File: config.mk
export PLATFORM = sky130hd
export DESIGN_NAME = i2c_start_seq
export DESIGN_NICKNAME = d
export VERILOG_FILES = /design/src/rtl/i2c_start_seq.sv
export SDC_FILE = /design/constraint.sdc
export NUM_CORES = 1
export LEC_CHECK = 0
export CAP_MARGIN = 20
export CORE_MARGIN = 8
export CORE_UTILIZATION = 40
export CTS_BUF_LIST = sky130_fd_sc_hd__clkbuf_16
export CTS_CLUSTER_DIAMETER = 120
export CTS_CLUSTER_SIZE = 16
export DETAILED_ROUTE_END_ITERATION = 10
export GPL_TIMING_DRIVEN = 0
export PLACE_DENSITY = 0.6
export RECOVER_POWER = 50
export SKIP_CTS_REPAIR_TIMING = 1
export SYNTH_ARGS = -nofsm -noshare
export SYNTH_HDL_FRONTEND = slang
export SYNTH_SLANG_ARGS = --single-unit
File: constraint.sdc
create_clock -name clk -period 2.15 [get_ports clk]
set_input_delay 0.43 -clock clk [delete_from_list [all_inputs] [get_ports clk]]
set_output_delay 0.43 -clock clk [all_outputs]
set_load 0.02 [all_outputs]
File: src/rtl/i2c_start_seq.sv
module i2c_start_seq #(
  parameter int DIV        = 8,
  parameter int FREE_TICKS = 4
) (
  input  logic       clk,
  input  logic       rst_n,
  input  logic       slave_en,
  input  logic [6:0] own_addr,
  input  logic       start_req,
  input  logic       data_wr,
  input  logic [7:0] data_in,
  input  logic       scr_wr,
  input  logic       scr_xmit,
  input  logic       scr_nack,
  input  logic       scl_in,
  input  logic       sda_in,
  output logic       scl_oe,
  output logic       sda_oe,
  output logic       start_gen,
  output logic       lost_arb,
  output logic       addr_match,
  output logic       got_nack,
  output logic       bus_busy,
  output logic       irq
);
  localparam int TW = (DIV > 1) ? $clog2(DIV) : 1;
  localparam int FW = $clog2(FREE_TICKS + 1);

  typedef enum logic [3:0] {IDLE, WAITF, ST_A, ST_B, SHIFT, STALL, STOP_A, STOP_B, STOP_C} st_t;
  st_t state;

  logic [TW-1:0] tcnt;
  logic [FW-1:0] fcnt;
  logic [1:0]    ph;
  logic [3:0]    idx;
  logic [7:0]    addr_r, rx;
  logic          scl_p, sda_p;

  wire tick      = tcnt == TW'(DIV - 1);
  wire start_det = scl_p & scl_in & sda_p & ~sda_in;
  wire stop_det  = scl_p & scl_in & ~sda_p & sda_in;
  wire free_ok   = fcnt == FW'(FREE_TICKS);
  wire cur       = addr_r[~idx[2:0]];
  wire lose      = (ph == 2'd2) && !idx[3] && cur && !lost_arb && !sda_in;
  wire end_req   = got_nack | scr_nack | ~scr_xmit;

  assign scl_oe = (state inside {ST_B, STALL, STOP_A}) || (state == SHIFT && !ph[1]);
  assign sda_oe = (state inside {ST_A, ST_B, STOP_A, STOP_B}) ||
                  (state == SHIFT && !idx[3] && !cur && !lost_arb);

  always_ff @(posedge clk) begin
    if (!rst_n) tcnt <= '0;
    else        tcnt <= tick ? '0 : tcnt + 1'b1;
  end

  always_ff @(posedge clk) begin
    if (!rst_n) begin
      scl_p <= 1'b1; sda_p <= 1'b1; bus_busy <= 1'b0; fcnt <= '0;
    end else begin
      scl_p <= scl_in;
      sda_p <= sda_in;
      if (start_det)     bus_busy <= 1'b1;
      else if (stop_det) bus_busy <= 1'b0;
      if (bus_busy || start_det) fcnt <= '0;
      else if (tick && !free_ok) fcnt <= fcnt + 1'b1;
    end
  end

  always_ff @(posedge clk) begin
    if (!rst_n) begin
      state <= IDLE; ph <= '0; idx <= '0; addr_r <= '0; rx <= '0;
      start_gen <= 1'b0; lost_arb <= 1'b0; addr_match <= 1'b0;
      got_nack <= 1'b0; irq <= 1'b0;
    end else begin
      if (data_wr) addr_r <= data_in;
      case (state)
        IDLE:  if (start_gen) state <= WAITF;
        WAITF: if (tick && free_ok && !bus_busy) begin
          state <= ST_A; start_gen <= 1'b0; lost_arb <= 1'b0;
          addr_match <= 1'b0; got_nack <= 1'b0;
        end
        ST_A:  if (tick) state <= ST_B;
        ST_B:  if (tick) begin state <= SHIFT; ph <= '0; idx <= '0; end
        SHIFT: if (tick) begin
          ph <= ph + 1'b1;
          if (ph == 2'd2) begin
            rx <= {rx[6:0], sda_in};
            if (lose) begin lost_arb <= 1'b1; start_gen <= 1'b0; end
            if (idx == 4'd8) got_nack <= sda_in;
          end
          if (ph == 2'd3) begin
            if (idx == 4'd7 && lost_arb) begin
              state <= STALL; irq <= 1'b1;
              addr_match <= slave_en && (rx[7:1] == own_addr);
            end else if (idx == 4'd8) begin
              state <= STALL; irq <= 1'b1;
            end else idx <= idx + 4'd1;
          end
        end
        STALL: if (scr_wr) begin
          if (lost_arb)     begin state <= IDLE;   irq <= 1'b0; end
          else if (end_req) begin state <= STOP_A; irq <= 1'b0; end
        end
        STOP_A: if (tick) state <= STOP_B;
        STOP_B: if (tick) state <= STOP_C;
        STOP_C: if (tick) state <= IDLE;
        default: state <= IDLE;
      endcase
      if (start_req) start_gen <= 1'b1;
    end
  end

  AST_QUEUE_HOLDS: assert property (@(posedge clk) disable iff (!rst_n)
    (state == WAITF && bus_busy) |=> start_gen);
  AST_IRQ_AFTER_BYTE: assert property (@(posedge clk) disable iff (!rst_n)
    $rose(irq) |-> $past(state == SHIFT));
  AST_STALL_HOLDS_SCL: assert property (@(posedge clk) disable iff (!rst_n)
    (irq && !scr_wr) |=> scl_oe);
  AST_LOSS_CLEARS_GEN: assert property (@(posedge clk) disable iff (!rst_n)
    ($rose(lost_arb) && !$past(start_req)) |-> !start_gen);
  AST_MATCH_ONLY_LOST: assert property (@(posedge clk) disable iff (!rst_n)
    addr_match |-> lost_arb);
  AST_NACK_ENDS: assert property (@(posedge clk) disable iff (!rst_n)
    (irq && got_nack && scr_wr) |=> !irq);
endmodule

==> impl_metrics.csv <==
group,metric,value,unit
clocking,cts_tree,"built",
synthesis,synth_compound_area_share,15.1,%
timing,timing.fmax,462,MHz
worst_setup_path,crit_type,"register to output port",
worst_setup_path,critPathLaunch,"idx[0]",
drt,drtIter0Drc,84,
synthesis,synth-edff-count,0,
drt,post_drt_via_cell_ratio,5.20,
timing,slew_headroom,63.3,%
placement,gp_congestion,0.883,
layout,antennaDiodeCount,0,
timing,timing.setup.tns,-0.0142,ns
floorplanning,io_pins,33,
synthesis,synthCells,241,
synthesis,muxShareOfSynthArea,7.65,%
synthesis,yosys.area_share.simple,26.9,%
worst_setup_path,max_stage_delay,0.54,ns
clocking,clock_path_buffers,2,
worst_setup_path,r2r_cells,7,
timing,post-route-worst-setup-slack,-0.0142,ns
worst_setup_path,crit_cells,5,
synthesis,yosys_register_bits,40,
floorplanning,die_y,89.5,um
drt,postRouteWirelength,5090,um
timing,tightest_slew,0.550,ns
layout,syn_to_final_growth,26.7,%
synthesis,synth_xor_area_share,4.06,%
layout,nets,314,
synthesis,ys_seq_area_share,37.1,%
grt,grt_pass1_vias,1837,
worst_setup_path,cp_data_required_time,1.72,ns
timing,finalSetupViolations,1,
clocking,cts.sinks,40,
placement,dpl.hpwl,3820,um
worst_setup_path,cp-end-kind,"output port",
floorplanning,die_x,89.5,um
floorplanning,num_rows,26,
timing,rsz0062_at_grt,"true",
floorplanning,initial_core_util,41.8,%
worst_setup_path,critPathSlowestCell,"mux4_2",
synthesis,syn_avg_cell_area,8.96,um^2
layout,fin_util,52.9,%
synthesis,synth_ff_type,"dfxtp_1",
grt,grt_pass1_wl,8750,um
floorplanning,core-area,5170,um^2
run,maxCapViolCount,0,
drt,firstDrtPassIters,4,
worst_setup_path,cp.arrival,1.73,ns
worst_setup_path,reg2reg_slack,0.14,ns
timing,worst_clock_skew,0.00531,ns
timing,fin_crit,2.16,ns
placement,pre_cts_ws,-0.460,ns
drt,routedWlPerCell,14.5,um
worst_setup_path,r2r_start,"tcnt[0]",
worst_setup_path,crit_end,"sda_oe",
synthesis,ys_warn_count,0,
synthesis,synth_fp_nets,274,
synthesis,synth_cell_types,52,
grt,grt_max_degree,12,
layout,fill_cells,497,
worst_setup_path,cp_top_family,"multiplexers",
pwr,power_density,763,nW/um^2
layout,stdcell_count,352,
layout,layout-drive-gt1-share,10.3,%
clocking,cts_made_buffers,5,
clocking,clkTransAtPathRegs,0.06,ns
synthesis,synth-async-reset-ratio,0,%
grt,grt_usage,14.3,%
grt,grt_remaining_overflow,0,
worst_setup_path,crit_path_start_kind,"register",
drt,postRouteAntennaNets,0,
worst_setup_path,path_cells,"mux4_2 -> mux2i_4 -> nand3_1 -> o21ai_1 -> buf_4",
status,violations,"setup timing",
worst_setup_path,critPathMaxFanout,4,
pwr,leakagePower,1.08,nW
worst_setup_path,cp_num_buf_inv,1,
timing,hold_viol_final,0,
synthesis,synth_top_family_by_area,"simple AND/OR/NAND/NOR gates",
clocking,h-tree-depth,2,
worst_setup_path,timing.rr.end,"start_gen",
timing,finalCritPeriodShare,101,%
placement,io_buffers,31,
synthesis,synth_fa_ha_area_share,4.63,%
grt,antenna_found_initial,0,
floorplanning,die_area,8010,um^2
pwr,ir_drop,0.462,mV
placement,dp_cells,342,
placement,placed_area,2560,um^2
clocking,clock_latency,0.28,ns
clocking,cts_root_buffer,"clkbuf_16",
worst_hold_path,hold_class,"register to register",
timing,finalMaxSlewViolations,0,
drt,drc_errors,0,
layout,finalInstanceArea,2740,um^2
synthesis,netlist_area,2160,um^2
status,status,"finished, violations left",
drt,num_vias,1832,
[cell families (layout without fill, tap and decap cells)]
logic type | Yosys count | in the layout
compound gates | 46 | 46
mux | 14 | 14
simple gates | 103 | 103
xor+xnor | 10 | 10
flops | 40 | 40
buf+inv | 20 | 61
fa+ha+maj | 8 | 8
[area by class of cell]
type	count	area (um^2)	share of cell area, %
tap	70	87.6	3.20
clock inverter	3	11.3	0.412
clock buffer	5	125	4.57
multi-input combinational	181	1280	47.0
timing repair buffer	33	318	11.6
buffer	11	68.8	2.52
sequential	40	806	29.5
inverter	9	33.8	1.24
[layer usage]
metal  vias to the layer above  routed length [um]  track usage, %
li1                        935                   -               -
met1                       856                2460            18.5
met2                        35                2300            21.8
met3                         6                 261            4.23
met4                         0                  68            5.29
met5                         -                   0               0
[cells in the final DEF (no fill, tap or decap), types with 3 or more instances in the layout]
| cell | count |
|---|---|
| dfxtp_1 | 38 |
| nand2_1 | 32 |
| clkdlybuf4s50_1 | 25 |
| nor2_1 | 15 |
| nor2b_1 | 13 |
| inv_1 | 11 |
| mux2i_1 | 11 |
| a21oi_1 | 9 |
| o21ai_0 | 9 |
| nand3_1 | 8 |
| a21boi_0 | 8 |
| xor2_1 | 8 |
| ha_1 | 7 |
| clkbuf_1 | 6 |
| clkbuf_16 | 5 |
| and3_1 | 4 |
| nor4_1 | 4 |
| nand2b_1 | 4 |
| dlygate4sd3_1 | 4 |
| buf_6 | 3 |
| nand4b_1 | 3 |
| buf_4 | 3 |
[power by group]
group / switching, mW / internal, mW / total, mW
logic: 0.297 / 0.276 / 0.573
registers: 0.0429 / 0.788 / 0.831
clock network: 0.267 / 0.417 / 0.684
[stage by stage]
step	hold slack, ns	total power, mW
2_1_floorplan	0.405	1.24
3_3_place_gp	0.424	1.41
3_5_place_dp	0.423	1.40
4_1_cts	0.431	2.10
5_1_grt	0.436	2.22
6_report	0.426	2.09
[worst min path at each step]
stage	end	from	cells past startpoint
floorplan	tcnt[0]	tcnt[0]	1
global placement	tcnt[0]	tcnt[0]	1
detailed placement	tcnt[0]	tcnt[0]	1
CTS	tcnt[0]	tcnt[0]	1
global route	tcnt[0]	tcnt[0]	1
finish	tcnt[0]	tcnt[0]	1
[registers in the layout, summed over array words and instances (netlist names), 2 cells and up]
name	count
rx	8
idx	4
fcnt	3
addr_r	8
ph	2
tcnt	3
state	4
[synth_stat cells, types with 3 or more instances]
cell | count | area [um^2]
xor2_1 | 8 | 70.1
and3_1 | 4 | 25.0
nor2_1 | 15 | 56.3
nand2b_1 | 4 | 25.0
nand2_1 | 32 | 120
nor4_1 | 4 | 25.0
o21ai_0 | 10 | 50.1
a21oi_1 | 9 | 45.0
clkbuf_1 | 6 | 22.5
inv_1 | 9 | 33.8
nand4b_1 | 3 | 26.3
mux2i_1 | 12 | 120
dfxtp_1 | 40 | 801
nor2b_1 | 13 | 81.3
ha_1 | 8 | 100
a21boi_0 | 8 | 60.1
nand3_1 | 7 | 35.0
buf_6 | 3 | 33.8
No activity file was read; power rests on OpenSTA's default activity.
